==> src/rtl/lsfu_pkg.sv <==
package lsfu_pkg;

   // handshake slot indices; req/go vectors follow this order
   localparam int HS_RD_A  = 0;
   localparam int HS_RD_B  = 1;
   localparam int HS_RD_C  = 2;
   localparam int HS_WR_LD = 3;
   localparam int HS_WR_EA = 4;
   localparam int HS_AD    = 5;
   localparam int HS_ST    = 6;
   localparam int HS_N     = 7;
   localparam int RD_N     = 3;
   localparam int WR_N     = 2;

   typedef enum logic [2:0] {
      S_IDLE  = 3'd0,
      S_OPER  = 3'd1,
      S_ADDR  = 3'd2,
      S_LDRD  = 3'd3,
      S_LDWB  = 3'd4,
      S_ST    = 3'd5,
      S_DRAIN = 3'd6
   } lsfu_state_e;

   typedef struct packed {
      logic is_store;
      logic upd;
      logic imm_vld;
   } lsfu_op_t;

endpackage

==> src/rtl/lsfu_hs.sv <==
module lsfu_hs (
   input  logic clk,
   input  logic rst_n,
   input  logic set_i,
   input  logic go_i,
   output logic req_o,
   output logic fire_o
);
   logic req_q;

   always_ff @(posedge clk) begin
      if (!rst_n) req_q <= 1'b0;
      else        req_q <= (req_q & ~go_i) | set_i;
   end

   assign req_o  = req_q;
   assign fire_o = req_q & go_i;

   AST_REQ_DROP: assert property (@(posedge clk) disable iff (!rst_n)
      fire_o |=> !req_o);
   AST_REQ_HOLD: assert property (@(posedge clk) disable iff (!rst_n)
      (req_o && !go_i) |=> req_o);
   AST_SET_WHEN_LOW: assert property (@(posedge clk) disable iff (!rst_n)
      set_i |-> !req_o);
endmodule

==> src/rtl/lsfu_opnd.sv <==
module lsfu_opnd
   import lsfu_pkg::*;
#(
   parameter int DATA_W = 32
) (
   input  logic              clk,
   input  logic              rst_n,
   input  logic              clr_i,
   input  logic              need_b_i,
   input  logic              need_c_i,
   input  logic [RD_N-1:0]   fire_i,
   input  logic [DATA_W-1:0] a_i,
   input  logic [DATA_W-1:0] b_i,
   input  logic [DATA_W-1:0] c_i,
   output logic [DATA_W-1:0] a_o,
   output logic [DATA_W-1:0] b_o,
   output logic [DATA_W-1:0] c_o,
   output logic              have_ab_o,
   output logic              have_c_o
);
   logic [DATA_W-1:0] din  [RD_N];
   logic [DATA_W-1:0] val_q[RD_N];
   logic [RD_N-1:0]   have_q;
   logic [RD_N-1:0]   need;

   assign din[0] = a_i;
   assign din[1] = b_i;
   assign din[2] = c_i;
   assign need   = {need_c_i, need_b_i, 1'b1};

   for (genvar k = 0; k < RD_N; k++) begin : g_slot
      always_ff @(posedge clk) begin
         if (!rst_n) begin
            have_q[k] <= 1'b1;
            val_q[k]  <= '0;
         end else if (clr_i) begin
            have_q[k] <= ~need[k];
         end else if (fire_i[k]) begin
            have_q[k] <= 1'b1;
            val_q[k]  <= din[k];
         end
      end

      AST_ONE_CAPTURE: assert property (@(posedge clk) disable iff (!rst_n)
         fire_i[k] |-> !have_q[k]);
   end

   assign a_o       = val_q[0];
   assign b_o       = val_q[1];
   assign c_o       = val_q[2];
   assign have_ab_o = have_q[0] & have_q[1];
   assign have_c_o  = have_q[2];
endmodule

==> src/rtl/lsfu_agen.sv <==
module lsfu_agen #(
   parameter int DATA_W   = 32,
   parameter int IMM_W    = 12,
   parameter bit SEXT_IMM = 1'b1
) (
   input  logic              clk,
   input  logic              rst_n,
   input  logic [DATA_W-1:0] a_i,
   input  logic [DATA_W-1:0] b_i,
   input  logic [IMM_W-1:0]  imm_i,
   input  logic              imm_vld_i,
   input  logic              load_i,
   output logic [DATA_W-1:0] ea_o
);
   localparam int PAD_W = DATA_W - IMM_W;

   if (IMM_W < 1 || IMM_W > DATA_W) begin : g_bad_imm
      $error("lsfu_agen: IMM_W must lie in 1..DATA_W");
   end

   logic [DATA_W-1:0] imm_ext;
   logic [DATA_W-1:0] offs;
   logic [DATA_W-1:0] sum;
   logic [DATA_W-1:0] ea_q;

   if (PAD_W == 0) begin : g_nopad
      assign imm_ext = imm_i;
   end else if (SEXT_IMM) begin : g_sext
      assign imm_ext = {{PAD_W{imm_i[IMM_W-1]}}, imm_i};
   end else begin : g_zext
      assign imm_ext = {{PAD_W{1'b0}}, imm_i};
   end

   assign offs = imm_vld_i ? imm_ext : b_i;
   assign sum  = a_i + offs;

   always_ff @(posedge clk) begin
      if (!rst_n)      ea_q <= '0;
      else if (load_i) ea_q <= sum;
   end

   assign ea_o = ea_q;
endmodule

==> src/rtl/lsfu_ctrl.sv <==
module lsfu_ctrl
   import lsfu_pkg::*;
#(
   parameter int IMM_W = 12
) (
   input  logic             clk,
   input  logic             rst_n,
   input  logic             issue_i,
   input  lsfu_op_t         op_i,
   input  logic [IMM_W-1:0] imm_i,
   input  logic             have_ab_i,
   input  logic             have_c_i,
   input  logic [HS_N-1:0]  req_i,
   input  logic [HS_N-1:0]  fire_i,
   output logic             accept_o,
   output lsfu_op_t         op_o,
   output logic [IMM_W-1:0] imm_o,
   output logic [HS_N-1:0]  set_o,
   output logic             ea_load_o,
   output logic             ld_cap_o,
   output logic             rd_en_o,
   output logic             wr_en_o,
   output logic             busy_o
);
   lsfu_state_e      st_q, st_nx;
   lsfu_op_t         op_q;
   logic [IMM_W-1:0] imm_q;
   logic             ea_wb_open;

   assign accept_o   = issue_i && (st_q == S_IDLE);
   assign ea_wb_open = req_i[HS_WR_EA] & ~fire_i[HS_WR_EA];

   always_comb begin
      st_nx     = st_q;
      set_o     = '0;
      ea_load_o = 1'b0;
      ld_cap_o  = 1'b0;
      rd_en_o   = 1'b0;
      wr_en_o   = 1'b0;
      unique case (st_q)
         S_IDLE: if (accept_o) begin
            set_o[HS_RD_A] = 1'b1;
            set_o[HS_RD_B] = ~op_i.imm_vld;
            set_o[HS_RD_C] = op_i.is_store;
            st_nx          = S_OPER;
         end
         S_OPER: if (have_ab_i) begin
            ea_load_o    = 1'b1;
            set_o[HS_AD] = 1'b1;
            st_nx        = S_ADDR;
         end
         S_ADDR: if (fire_i[HS_AD]) begin
            set_o[HS_WR_EA] = op_q.upd;
            st_nx           = op_q.is_store ? S_ST : S_LDRD;
         end
         S_LDRD: begin
            rd_en_o         = 1'b1;
            ld_cap_o        = 1'b1;
            set_o[HS_WR_LD] = 1'b1;
            st_nx           = S_LDWB;
         end
         S_LDWB: if (fire_i[HS_WR_LD]) begin
            st_nx = ea_wb_open ? S_DRAIN : S_IDLE;
         end
         S_ST: begin
            set_o[HS_ST] = have_c_i & ~req_i[HS_ST];
            if (fire_i[HS_ST]) begin
               wr_en_o = 1'b1;
               st_nx   = ea_wb_open ? S_DRAIN : S_IDLE;
            end
         end
         S_DRAIN: if (fire_i[HS_WR_EA]) st_nx = S_IDLE;
         default: st_nx = S_IDLE;
      endcase
   end

   always_ff @(posedge clk) begin
      if (!rst_n) begin
         st_q  <= S_IDLE;
         op_q  <= '0;
         imm_q <= '0;
      end else begin
         st_q <= st_nx;
         if (accept_o) begin
            op_q  <= op_i;
            imm_q <= imm_i;
         end
      end
   end

   assign op_o   = op_q;
   assign imm_o  = imm_q;
   assign busy_o = (st_q != S_IDLE);

   AST_IDLE_QUIET: assert property (@(posedge clk) disable iff (!rst_n)
      !busy_o |-> (req_i == '0));
   AST_IDLE_NO_FIRE: assert property (@(posedge clk) disable iff (!rst_n)
      !busy_o |-> (fire_i == '0));
   AST_BUSY_HOLDS_OP: assert property (@(posedge clk) disable iff (!rst_n)
      (busy_o && issue_i) |=> $stable(op_q));
   AST_ST_ONLY_STORE: assert property (@(posedge clk) disable iff (!rst_n)
      req_i[HS_ST] |-> op_q.is_store);
   AST_LDWB_ONLY_LOAD: assert property (@(posedge clk) disable iff (!rst_n)
      req_i[HS_WR_LD] |-> !op_q.is_store);
   AST_EAWB_ONLY_UPD: assert property (@(posedge clk) disable iff (!rst_n)
      req_i[HS_WR_EA] |-> op_q.upd);
   AST_MEM_EXCL: assert property (@(posedge clk) disable iff (!rst_n)
      !(rd_en_o && wr_en_o));
   AST_RD_ONE_CYCLE: assert property (@(posedge clk) disable iff (!rst_n)
      rd_en_o |=> !rd_en_o);
endmodule

==> src/rtl/lsfu_top.sv <==
module lsfu_top
   import lsfu_pkg::*;
#(
   parameter int DATA_W   = 32,
   parameter int IMM_W    = 12,
   parameter bit SEXT_IMM = 1'b1
) (
   input  logic              clk,
   input  logic              rst_n,
   input  logic              issue_i,
   input  logic              issue_store_i,
   input  logic              issue_upd_i,
   input  logic              issue_imm_vld_i,
   input  logic [IMM_W-1:0]  issue_imm_i,
   output logic              busy_o,
   output logic [2:0]        rd_req_o,
   input  logic [2:0]        rd_go_i,
   input  logic [DATA_W-1:0] opnd_a_i,
   input  logic [DATA_W-1:0] opnd_b_i,
   input  logic [DATA_W-1:0] opnd_c_i,
   output logic [1:0]        wr_req_o,
   input  logic [1:0]        wr_go_i,
   output logic [DATA_W-1:0] wr_ld_data_o,
   output logic [DATA_W-1:0] wr_ea_data_o,
   output logic              ad_req_o,
   input  logic              ad_go_i,
   output logic [DATA_W-1:0] ea_o,
   output logic              st_req_o,
   input  logic              st_go_i,
   output logic [DATA_W-1:0] mem_addr_o,
   output logic              mem_rd_en_o,
   input  logic [DATA_W-1:0] mem_rd_data_i,
   output logic              mem_wr_en_o,
   output logic [DATA_W-1:0] mem_wr_data_o
);
   if (DATA_W < 2) begin : g_bad_data
      $error("lsfu_top: DATA_W must be at least 2");
   end

   logic [HS_N-1:0]   go_v, req_v, fire_v, set_v;
   lsfu_op_t          op_in, op_q;
   logic [IMM_W-1:0]  imm_q;
   logic              accept, ea_load, ld_cap, have_ab, have_c;
   logic [DATA_W-1:0] a_q, b_q, c_q, ea_q, ld_q;

   assign go_v  = {st_go_i, ad_go_i, wr_go_i, rd_go_i};
   assign op_in = '{is_store: issue_store_i, upd: issue_upd_i,
                    imm_vld: issue_imm_vld_i};

   for (genvar h = 0; h < HS_N; h++) begin : g_hs
      lsfu_hs u_hs (
         .clk   (clk),
         .rst_n (rst_n),
         .set_i (set_v[h]),
         .go_i  (go_v[h]),
         .req_o (req_v[h]),
         .fire_o(fire_v[h])
      );
   end

   lsfu_ctrl #(.IMM_W(IMM_W)) u_ctrl (
      .clk      (clk),
      .rst_n    (rst_n),
      .issue_i  (issue_i),
      .op_i     (op_in),
      .imm_i    (issue_imm_i),
      .have_ab_i(have_ab),
      .have_c_i (have_c),
      .req_i    (req_v),
      .fire_i   (fire_v),
      .accept_o (accept),
      .op_o     (op_q),
      .imm_o    (imm_q),
      .set_o    (set_v),
      .ea_load_o(ea_load),
      .ld_cap_o (ld_cap),
      .rd_en_o  (mem_rd_en_o),
      .wr_en_o  (mem_wr_en_o),
      .busy_o   (busy_o)
   );

   lsfu_opnd #(.DATA_W(DATA_W)) u_opnd (
      .clk      (clk),
      .rst_n    (rst_n),
      .clr_i    (accept),
      .need_b_i (~issue_imm_vld_i),
      .need_c_i (issue_store_i),
      .fire_i   (fire_v[RD_N-1:0]),
      .a_i      (opnd_a_i),
      .b_i      (opnd_b_i),
      .c_i      (opnd_c_i),
      .a_o      (a_q),
      .b_o      (b_q),
      .c_o      (c_q),
      .have_ab_o(have_ab),
      .have_c_o (have_c)
   );

   lsfu_agen #(.DATA_W(DATA_W), .IMM_W(IMM_W), .SEXT_IMM(SEXT_IMM)) u_agen (
      .clk      (clk),
      .rst_n    (rst_n),
      .a_i      (a_q),
      .b_i      (b_q),
      .imm_i    (imm_q),
      .imm_vld_i(op_q.imm_vld),
      .load_i   (ea_load),
      .ea_o     (ea_q)
   );

   always_ff @(posedge clk) begin
      if (!rst_n)      ld_q <= '0;
      else if (ld_cap) ld_q <= mem_rd_data_i;
   end

   assign rd_req_o      = req_v[HS_RD_C:HS_RD_A];
   assign wr_req_o      = req_v[HS_WR_EA:HS_WR_LD];
   assign ad_req_o      = req_v[HS_AD];
   assign st_req_o      = req_v[HS_ST];
   assign ea_o          = ea_q;
   assign wr_ea_data_o  = ea_q;
   assign wr_ld_data_o  = ld_q;
   assign mem_addr_o    = ea_q;
   assign mem_wr_data_o = c_q;

   AST_AD_AFTER_OPS: assert property (@(posedge clk) disable iff (!rst_n)
      ad_req_o |-> have_ab);
   AST_AD_EA_STEADY: assert property (@(posedge clk) disable iff (!rst_n)
      (ad_req_o && $past(ad_req_o)) |-> $stable(ea_o));
   AST_WR_NOT_BEFORE_AD: assert property (@(posedge clk) disable iff (!rst_n)
      mem_wr_en_o |-> (!ad_req_o && have_c));
   AST_RD_NOT_BEFORE_AD: assert property (@(posedge clk) disable iff (!rst_n)
      mem_rd_en_o |-> !ad_req_o);
   AST_ISSUE_ONLY_IDLE: assert property (@(posedge clk) disable iff (!rst_n)
      (issue_i && busy_o) |=> !$rose(rd_req_o[0]));
endmodule

==> config.mk <==
export PLATFORM = sky130hd
export DESIGN_NAME = lsfu_top
export DESIGN_NICKNAME = d
export VERILOG_FILES = /design/src/rtl/lsfu_pkg.sv /design/src/rtl/lsfu_hs.sv /design/src/rtl/lsfu_opnd.sv /design/src/rtl/lsfu_agen.sv /design/src/rtl/lsfu_ctrl.sv /design/src/rtl/lsfu_top.sv
export SDC_FILE = /design/constraint.sdc
export NUM_CORES = 1
export LEC_CHECK = 0
export ABC_AREA = 1
export BUFFER_PORTS_ARGS = -buffer_cell sky130_fd_sc_hd__buf_2
export CAP_MARGIN = 20
export CORE_ASPECT_RATIO = 0.7
export CORE_MARGIN = 1.5
export CORE_UTILIZATION = 52
export DETAILED_ROUTE_END_ITERATION = 10
export PLACE_DENSITY = 0.78
export SLEW_MARGIN = 20
export SYNTH_ARGS = -nofsm -noshare
export SYNTH_HDL_FRONTEND = slang
export SYNTH_SLANG_ARGS = --single-unit
==> constraint.sdc <==
create_clock -name clk -period 4.15 [get_ports clk]
set_clock_uncertainty 0.1 [all_clocks]
set_input_delay 0.415 -clock clk [delete_from_list [all_inputs] [get_ports clk]]
set_output_delay 0.415 -clock clk [all_outputs]
set_load 0.02 [all_outputs]
==> flow_metrics.env, run 1 <==
export IMPL_cts_reportedPaths_clkPinSlew_ns=0.08
export IMPL_relSlewSlack_pct=54.3
export IMPL_tns_ns=0
export IMPL_clockBufferDepth=2
export IMPL_yosysTopAreaCell="edfxtp_1"
export IMPL_r2r_end="u_agen.ea_o[27]"
export IMPL_setup_viol=0
export IMPL_syn_to_final_growth_pct=19.2
export IMPL_timing_reg2reg_setup_slack_ns=1.30
export IMPL_grt_antenna_before_repair=0
export IMPL_yosys_register_bits=188
export IMPL_worstPathArrival_ns=3.10
export IMPL_hold_path_class="input pin to flip-flop"
export IMPL_drv_slew=0
export IMPL_synth_area_per_cell_um2=7.28
export IMPL_pin_count=323
export IMPL_drt_met1_wl_um=13400
export IMPL_maxCapViolCount=0
export IMPL_viasPerCell=4.86
export IMPL_io_buffers=322
export IMPL_start_util_pct=53.8
export IMPL_r2r_cells=12
export IMPL_htreeDepth=4
export IMPL_coreArea_mm2=0.0191
export IMPL_grt_pass1_vias=8376
export IMPL_ys_seq_area_share_pct=45.9
export IMPL_drtIter0Drc=855
export IMPL_wl_met3_um=2580
export IMPL_dieArea_mm2=0.0207
export IMPL_powerDensity_mw_per_mm2=561
export IMPL_ys_top_cells_by_count="323 x nand2_1, 272 x inv_1, 271 x nor2_1, 96 x edfxtp_1, 92 x dfxtp_1"
export IMPL_fillerInstances=1787
export IMPL_post_cts_resized=0
export IMPL_power_total_mw=6.88
export IMPL_dp_hpwl_um=21900
export IMPL_leakagePower_nw=7.12
export IMPL_min_path_cells=3
export IMPL_period_share_pct=68.7
export IMPL_ys_warn_count=0
export IMPL_synthCells=1413
export IMPL_layout_drive_gt1_share_pct=22.5
export IMPL_die_w_um=171
export IMPL_wl_per_cell_um=14.7
export IMPL_critical_path_class="flip-flop to flip-flop"
export IMPL_synth_top_area_share_pct=28.0
export IMPL_setup_ws_ns=1.30
export IMPL_overflow=0
export IMPL_cts_setup_buffers=0
export IMPL_place_congestion=0.998
export IMPL_vias=9390
export IMPL_end_kind="flip-flop"
export IMPL_clk_latency_ns=0.44
export IMPL_cts_sinks=188
export IMPL_slowest_delay_ns=0.52
export IMPL_ys_flop_type="edfxtp_1"
export IMPL_status="complete, no violations"
export IMPL_n_antenna_cell=0
export IMPL_worstPathMaxFanout=21
export IMPL_ys_top_cells_by_area="edfxtp_1 28%, dfxtp_1 18%, nand2_1 12%"
export IMPL_worstHoldEndpoint="wr_ld_data_o[15]"
export IMPL_cts_root_buffer="clkbuf_16"
export IMPL_wl_met2_um=12200
export IMPL_drc=0
export IMPL_layout_min_cycle_time_ns=2.85
export IMPL_holdCritStartpoint="mem_rd_data_i[15]"
export IMPL_fmax_mhz=351
export IMPL_async_reset_ff_share_pct=0
export IMPL_crit_chain="nand2_1, nand2_1, ha_1, nand2_1, nor2_1, inv_1, nor3_1, nand2_1, nand3_1, nand3_1, nand2_1, inv_1"
export IMPL_drt_wl_total_um=28500
export IMPL_placementRows=42
export IMPL_yosysMostFrequentCell="nand2_1"
export IMPL_synth_nets=1598
export IMPL_dr_max_layer_used="met4"
export IMPL_grt_max_degree=58
export IMPL_cpMostUsedCell="nand2_1"
export IMPL_post_place_ws_ns=0.934
export IMPL_required_ns=4.39
export IMPL_cpMaxStageDelayCell="nand2_1"
export IMPL_synth_area_mm2=0.0103
export IMPL_first_pass_iters=5
export IMPL_worstReg2RegStart="u_ctrl.op_o[0]"
export IMPL_synth_edf_count=96
export IMPL_nets=1841
export IMPL_ant_nets=0
export IMPL_track_usage_pct=27.3
export IMPL_cts_buffers=17
export IMPL_finalHoldViolCount=0
export IMPL_rsz0062_at_grt="false"
export IMPL_tightest_slew_ns=0.683
export IMPL_yosysUniqueCellTypes=36
export IMPL_peakVddDrop_uv=304
export IMPL_hold_buffers=0
export IMPL_grt_pass1_wl_um=43200
export IMPL_critPathLaunchType="flip-flop"
export IMPL_die_height_um=121
export IMPL_cts_tree="done"
## cell families (layout without fill, tap and decap cells)
kind of cell             count (synthesis)  in the layout  synth area share (%)
XOR/XNOR                                14             14                  1.19
AO/OA/AOI/OAI                          130            130                  6.66
AND/OR/NAND/NOR                        664            664                  25.5
buffers and inverters                  385            641                  16.7
flip-flops                             188            188                  45.9
adder cells (fa/ha/maj)                 32             32                  3.96
## routing by layer
metal  up-vias  global-route usage (%)
met1      4214                    40.4
met2       417                    40.7
met4         0                    5.76
met5         -                       0
met3        29                    6.02
li1       4730                       -
## area by class of cell
| cell class | instances | area (um^2) | area share [%] |
|---|---|---|---|
| sequential | 188 | 4720 | 38.5 |
| tap | 264 | 330 | 2.69 |
| inverter | 276 | 1040 | 8.44 |
| clock inverter | 13 | 155 | 1.26 |
| multi-input combinational | 840 | 3840 | 31.3 |
| timing repair buffer | 333 | 1700 | 13.9 |
| clock buffer | 19 | 475 | 3.88 |
## state kept, by name, summed over array words and instances (netlist names)
| name | count |
|---|---|
| u_opnd.val_q | 96 |
| u_opnd.have_q | 2 |
| wr_ld_data_o | 32 |
| u_ctrl.op_o | 3 |
| u_ctrl.imm_o | 12 |
| u_agen.ea_o | 32 |
| u_opnd.have_c_o | 1 |
| g_hs.u_hs.req_o | 7 |
| u_ctrl.st_q | 3 |
## critical path, delay by kind of cell, from the launching register on
| family | cells | cell delay [ns] |
|---|---|---|
| fa+ha+maj | 1 | 0.47 |
| buf+inv | 2 | 0.11 |
| simple gates | 9 | 1.72 |
| flops | 1 | 0.34 |
## power breakdown
| group | total (mW) | internal (mW) | switching (mW) | leakage [nW] |
|---|---|---|---|---|
| combinational | 2.69 | 0.826 | 1.87 | 5.06 |
| sequential | 2.49 | 2.26 | 0.222 | 1.75 |
| clock | 1.70 | 0.886 | 0.816 | 0.305 |
| total | 6.88 | 3.98 | 2.90 | 7.12 |
## placed cells by master (no fill, tap or decap), types with 2 or more instances in the layout
master     count
edfxtp_1      96
o21ai_1        3
o21ai_0       68
o21bai_1       4
buf_2        322
xor2_1        11
nor2_1       271
xnor2_1        3
inv_2          4
nand4_1        5
ha_1          31
dfxtp_1       92
buf_4         10
inv_8          3
clkinv_8       4
inv_1        272
nand3_1       53
inv_6          3
a211oi_1       2
o211ai_1       3
clkbuf_16     19
nand2_1      323
nor3_1         4
a21oi_1       44
## per-stage QoR
stage	cell area [um^2]	cells	utilization [%]	hold slack [ns]
after detailed placement	11600	1900	60.8	0.347
after global routing	12300	1933	64.1	0.0868
after floorplan	10300	1413	-	0.324
after global placement	11600	1900	60.8	0.340
after CTS	12300	1932	64.1	0.0815
final	12300	1933	64.1	0.0900
## worst max path at each step
stage              startpoint  slack [ns]  cells after the start                  to
2_1_floorplan  u_ctrl.st_q[2]        0.55                      4  u_opnd.val_q[2][0]
3_3_place_gp   u_ctrl.op_o[0]        1.04                     13     u_agen.ea_o[10]
3_5_place_dp   u_ctrl.op_o[0]        0.93                     16     u_agen.ea_o[28]
4_1_cts        u_ctrl.op_o[0]        0.80                     16     u_agen.ea_o[16]
5_1_grt        u_ctrl.op_o[0]        1.09                     13     u_agen.ea_o[24]
6_report       u_ctrl.op_o[0]        1.30                     12     u_agen.ea_o[27]
Note: power is estimated with default switching activity, not from simulation.
==> inputs of run 2 (changes only) <==
Settings changed: ABC_AREA 1 to 0, CORE_UTILIZATION 52 to 46, PLACE_DENSITY 0.78 to 0.74.
Clock period 4.15 ns to 2.4 ns, I/O delays scaled along.
==> flow_metrics.env, run 2 <==
export IMPL_startpoint="u_ctrl.op_o[0]"
export IMPL_drv_slew=0
export IMPL_ys_flop_type="edfxtp_1"
export IMPL_tightest_slew_ns=0.528
export IMPL_synth_edf_count=96
export IMPL_r2r_cells=11
export IMPL_cts_root_buffer="clkbuf_16"
export IMPL_die_height_um=124
export IMPL_viasPerCell=5.12
export IMPL_synth_area_mm2=0.00957
export IMPL_ys_warn_count=0
export IMPL_clk_latency_ns=0.44
export IMPL_leakagePower_nw=6.62
export IMPL_yosys_register_bits=188
export IMPL_async_reset_ff_share_pct=0
export IMPL_maxCapViolCount=0
export IMPL_yosysMostFrequentCell="nand2_1"
export IMPL_htreeDepth=4
export IMPL_violations="setup timing"
export IMPL_pin_count=323
export IMPL_drc=0
export IMPL_grt_pass1_wl_um=44900
export IMPL_final_cell_mix="322 x buf_2, 165 x nand2_1, 138 x dlygate4sd3_1"
export IMPL_io_buffers=322
export IMPL_drt_wl_total_um=30600
export IMPL_cts_buffers=17
export IMPL_die_w_um=175
export IMPL_period_share_pct=126
export IMPL_first_pass_iters=5
export IMPL_rsz0062_at_grt="true"
export IMPL_cpMaxStageDelayCell="dfxtp_4"
export IMPL_peakVddDrop_uv=623
export IMPL_dieArea_mm2=0.0217
export IMPL_vias=8982
export IMPL_status="complete, but fails checks"
export IMPL_setup_ws_ns=-0.618
export IMPL_finalInstanceArea_mm2=0.0144
export IMPL_yosysUniqueCellTypes=60
export IMPL_final_common_cell="buf_2"
export IMPL_ant_nets=0
export IMPL_worstPathMaxFanout=14
export IMPL_overflow=0
export IMPL_r2r_end="u_agen.ea_o[23]"
export IMPL_powerDensity_mw_per_mm2=804
export IMPL_setup_viol=27
export IMPL_fmax_mhz=331
export IMPL_ys_top_cells_by_count="168 x nand2_1, 117 x and2_1, 96 x edfxtp_1, 92 x dfxtp_1, 70 x buf_4"
export IMPL_cts_sinks=188
export IMPL_wl_per_cell_um=17.4
export IMPL_nets=1657
export IMPL_tns_ns=-10.39
export IMPL_track_usage_pct=27.0
export IMPL_register_area_mm2=0.00473
export IMPL_worstReg2RegStart="u_ctrl.op_o[0]"
export IMPL_cts_reportedPaths_clkPinSlew_ns=0.07
export IMPL_ys_top_cells_by_area="edfxtp_1 30%, dfxtp_1 19%, and2_1 7.7%"
export IMPL_n_antenna_cell=0
export IMPL_hold_path_class="input pin to flip-flop"
export IMPL_dp_hpwl_um=20100
export IMPL_timing_reg2reg_setup_slack_ns=-0.62
export IMPL_worstPathArrival_ns=3.24
export IMPL_cp_endpoint="u_agen.ea_o[23]"
export IMPL_crit_chain="buf_12, mux2_2, ha_4, a21oi_4, o211ai_1, o211a_1, a2111oi_4, nor2_2, a311oi_2, xor2_1, o21ai_1"
export IMPL_synth_top_area_share_pct=30.1
export IMPL_finalHoldViolCount=0
export IMPL_fillerInstances=1414
export IMPL_synthCells=984
export IMPL_ys_seq_area_share_pct=49.4
export IMPL_layout_drive_gt1_share_pct=38.6
export IMPL_critical_path_class="flip-flop to flip-flop"
export IMPL_largest_reg_flops=96
export IMPL_required_ns=2.62
export IMPL_layout_min_cycle_time_ns=3.02
export IMPL_synth_area_per_cell_um2=9.72
export IMPL_placementRows=43
export IMPL_end_kind="flip-flop"
export IMPL_placed_cell_area_mm2=0.0119
export IMPL_clockBufferDepth=2
export IMPL_drtIter0Drc=774
export IMPL_syn_to_final_growth_pct=50.8
export IMPL_final_cells=1755
export IMPL_place_congestion=0.936
export IMPL_grt_max_degree=86
export IMPL_critPathLaunchType="flip-flop"
export IMPL_yosysTopAreaCell="edfxtp_1"
export IMPL_cts_tree="done"
export IMPL_synth_nets=1169
export IMPL_regMostFlops="u_opnd.val_q"
export IMPL_slowest_delay_ns=0.41
export IMPL_coreArea_mm2=0.0201
export IMPL_dp_cells=1570
export IMPL_grt_antenna_before_repair=0
export IMPL_start_util_pct=47.7
export IMPL_grt_pass1_vias=8431
export IMPL_relSlewSlack_pct=64.8
export IMPL_multi_input_area_mm2=0.00460
[run 2: final cells by class]
cell class,count,area share (%)
Multi-Input combinational cell,649,31.9
Timing Repair Buffer,583,28.1
Sequential cell,188,32.8
Tap cell,270,2.34
Clock inverter,14,1.06
Inverter,33,0.859
Clock buffer,18,2.98
[run 2: stage by stage]
stage	power, mW	utilization (%)	hold WS (ns)	setup WS [ns]
finish	11.6	71.9	0.00481	-0.618
floorplan	6.88	-	0.277	-0.504
detailed placement	8.14	59.3	0.351	-0.650
global placement	8.09	59.3	0.336	-0.568
global route	12.1	71.9	0.00245	-0.733
CTS	11.3	70.4	0.000184	-0.459
[run 2: timing repair]
item,CTS,global route
gates cloned,1,0
buffers inserted,7,9
endpoints found under the hold margin,136,3
gates resized for setup,49,54
setup endpoints to repair,27,28
pin swaps,28,37
hold buffers,135,3
[run 2: kinds of logic (layout without fill, tap and decap cells)]
| group | count (synthesis) | after routing | share of synthesized area [%] |
|---|---|---|---|
| DFF | 188 | 188 | 49.4 |
| muxes | 13 | 13 | 1.49 |
| xor gates and xnor gates | 27 | 27 | 2.47 |
| and+or+nand+nor | 357 | 357 | 18.4 |
| buffers and inverters | 147 | 648 | 8.54 |
| AOI/OAI and AO/OA | 220 | 220 | 15.4 |
| adders and majority gates | 32 | 32 | 4.26 |
[run 2: critical path: cells and delay by family, from the launching register on]
kind / cells / cell delay, ns
xor+xnor: 1 / 0.27
compound gates: 6 / 1.25
fa+ha+maj: 1 / 0.25
buf+inv: 1 / 0.15
simple gates: 1 / 0.12
flops: 1 / 0.41
mux: 1 / 0.36
[run 2: worst min path at each step]
stage / startpoint / end / slack (ns) / depth (start not counted)
floorplan: issue_imm_vld_i / u_opnd.have_q[1] / 0.28 / 2
global placement: u_opnd.have_q[0] / u_opnd.have_q[0] / 0.34 / 1
detailed placement: u_opnd.have_q[0] / u_opnd.have_q[0] / 0.35 / 1
CTS: opnd_c_i[8] / u_opnd.val_q[2][8] / 0.0002 / 2
global route: opnd_c_i[8] / u_opnd.val_q[2][8] / 0.002 / 2
finish: opnd_b_i[26] / u_opnd.val_q[1][26] / 0.005 / 2
[run 2: per-layer routing]
layer / GRT usage [%] / vias to the layer above / share of wire (%)
li1: - / 4277 / -
met1: 37.0 / 4197 / 43
met2: 44.2 / 454 / 47
met3: 5.19 / 54 / 7.7
met4: 7.26 / 0 / 2.0
met5: 0 / - / 0
[run 2: report_power, final]
group          total [mW]  internal [mW]  switching [mW]  leakage (nW)
registers            4.20           3.83           0.376          1.75
clock network        2.80           1.47            1.32         0.282
logic                4.59           1.96            2.63          4.59
total                11.6           7.26            4.33          6.62
==> inputs of run 3 (changes only) <==
Settings changed: RECOVER_POWER from default to 100.
==> flow_metrics.env, run 3 (same netlist as run 2, synthesis figures left out) <==
export IMPL_fillerInstances=1508
export IMPL_largest_reg_flops=96
export IMPL_first_pass_iters=7
export IMPL_power_frac_comb_pct=38.7
export IMPL_die_w_um=175
export IMPL_p_sw_mw=4.34
export IMPL_multi_input_area_mm2=0.00459
export IMPL_dieArea_mm2=0.0217
export IMPL_coreArea_mm2=0.0201
export IMPL_track_usage_pct=27.0
export IMPL_rsz0062_at_grt="true"
export IMPL_cp_endpoint="u_agen.ea_o[23]"
export IMPL_worstPathMaxFanout=14
export IMPL_die_height_um=124
export IMPL_ant_nets=0
export IMPL_powerDensity_mw_per_mm2=806
export IMPL_slowest_delay_ns=0.41
export IMPL_swShare_pct=37.9
export IMPL_grt_antenna_before_repair=0
export IMPL_worstReg2RegStart="u_ctrl.op_o[0]"
export IMPL_maxCapViolCount=0
export IMPL_nets=1657
export IMPL_cts_reportedPaths_clkPinSlew_ns=0.07
export IMPL_vias=8974
export IMPL_layout_drive_gt1_share_pct=26.9
export IMPL_cts_root_buffer="clkbuf_16"
export IMPL_final_cells=1755
export IMPL_clockPowerShare_pct=24.4
export IMPL_cts_tree="done"
export IMPL_layout_min_cycle_time_ns=3.01
export IMPL_path_buf_inv=1
export IMPL_worstPathArrival_ns=3.22
export IMPL_critical_path_class="flip-flop to flip-flop"
export IMPL_grt_pass1_vias=8431
export IMPL_violations="setup timing"
export IMPL_r2r_cells=11
export IMPL_setup_ws_ns=-0.608
export IMPL_io_buffers=322
export IMPL_register_area_mm2=0.00473
export IMPL_leakagePower_nw=5.86
export IMPL_post_place_ws_ns=-0.650
export IMPL_drc=0
export IMPL_wl_per_cell_um=17.4
export IMPL_seq_power_share_pct=36.9
export IMPL_place_congestion=0.936
export IMPL_start_util_pct=47.7
export IMPL_dp_cells=1570
export IMPL_r2r_end="u_agen.ea_o[23]"
export IMPL_postLayoutCoreUtil_pct=70.7
export IMPL_clockBufferDepth=2
export IMPL_viasPerCell=5.11
export IMPL_cts_sinks=188
export IMPL_finalHoldViolCount=0
export IMPL_overflow=0
export IMPL_fmax_mhz=332
export IMPL_placementRows=43
export IMPL_pin_count=323
export IMPL_regMostFlops="u_opnd.val_q"
export IMPL_hold_path_class="input pin to flip-flop"
export IMPL_n_antenna_cell=0
export IMPL_syn_to_final_growth_pct=48.3
export IMPL_clk_latency_ns=0.44
export IMPL_htreeDepth=4
export IMPL_period_share_pct=125
export IMPL_drv_slew=0
export IMPL_final_cell_mix="172 x clkbuf_1, 165 x nand2_1, 154 x buf_2"
export IMPL_critPathLaunchType="flip-flop"
export IMPL_setup_viol=27
export IMPL_tightest_slew_ns=0.914
export IMPL_grt_max_degree=86
export IMPL_crit_chain="buf_12, mux2_2, ha_4, a21oi_4, o211ai_1, o211a_1, a2111oi_4, nor2_2, a311oi_2, xor2_1, o21ai_1"
export IMPL_cp_top_family="compound AO/OA/AOI/OAI gates"
export IMPL_cpMaxStageDelayCell="dfxtp_4"
export IMPL_timing_reg2reg_setup_slack_ns=-0.61
export IMPL_drt_wl_total_um=30600
export IMPL_drtIter0Drc=777
export IMPL_cp_num_cells=11
export IMPL_status="complete, but fails checks"
export IMPL_peakVddDrop_uv=623
export IMPL_dp_hpwl_um=20100
export IMPL_grt_pass1_wl_um=44900
export IMPL_cts_buffers=17
export IMPL_startpoint="u_ctrl.op_o[0]"
export IMPL_internal_power_mw=7.10
export IMPL_required_ns=2.62
export IMPL_final_common_cell="clkbuf_1"
export IMPL_relSlewSlack_pct=39.1
export IMPL_end_kind="flip-flop"
## run 3: worst min path at each step
stage / from / endpoint / slack, ns / cells after the start
2_1_floorplan: issue_imm_vld_i / u_opnd.have_q[1] / 0.28 / 2
3_3_place_gp: u_opnd.have_q[0] / u_opnd.have_q[0] / 0.34 / 1
3_5_place_dp: u_opnd.have_q[0] / u_opnd.have_q[0] / 0.35 / 1
4_1_cts: opnd_c_i[8] / u_opnd.val_q[2][8] / 0.0002 / 2
5_1_grt: issue_imm_i[5] / u_ctrl.imm_o[5] / 0.01 / 3
6_report: issue_imm_i[5] / u_ctrl.imm_o[5] / 0.02 / 3
## run 3: repair_timing
| action | 4_1_cts | 5_1_grt |
|---|---|---|
| setup buffers | 7 | 9 |
| pin swaps | 28 | 37 |
| hold endpoints to repair | 136 | 3 |
| hold buffers | 135 | 3 |
| resized for setup | 49 | 54 |
| gates cloned | 1 | 0 |
| setup endpoints to repair | 27 | 28 |
## run 3: layout make-up
type                            instances  area share, %
Multi-Input combinational cell        649           32.4
Inverter                               33          0.873
Clock buffer                           18           3.02
Timing Repair Buffer                  583           26.9
Tap cell                              270           2.38
Clock inverter                         14           1.08
Sequential cell                       188           33.3
## run 3: stage by stage
stage	power [mW]	area [um^2]	TNS (ns)	hold slack [ns]
floorplan	6.88	9790	-3.95	0.277
global placement	8.09	11900	-9.72	0.336
detailed placement	8.14	11900	-11.83	0.351
CTS	11.3	14100	-7.97	0.000184
global route	11.9	14200	-14.41	0.0149
finish	11.4	14200	-10.66	0.0173
## run 3: routing by layer
metal	wire, um	track usage, %
met2	14400	44.2
met5	0	0
met3	2330	5.19
met1	13300	37.0
met4	602	7.26
## run 3: power by group through the flow
stage,clock network (mW),registers [mW],logic [mW]
2_1_floorplan,0,4.41,2.47
3_3_place_gp,0,4.24,3.86
3_5_place_dp,0,4.25,3.89
4_1_cts,2.81,4.19,4.27
5_1_grt,2.94,4.27,4.71
6_report,2.79,4.22,4.42
## run 3: worst register-to-register path, stage by stage, from the launching register on
cell and delay (ns):
dfxtp_4 0.41, buf_12 0.15, mux2_2 0.36, ha_4 0.25, a21oi_4 0.17, o211ai_1 0.13
o211a_1 0.20, a2111oi_4 0.36, nor2_2 0.12, a311oi_2 0.29, xor2_1 0.26, o21ai_1 0.09
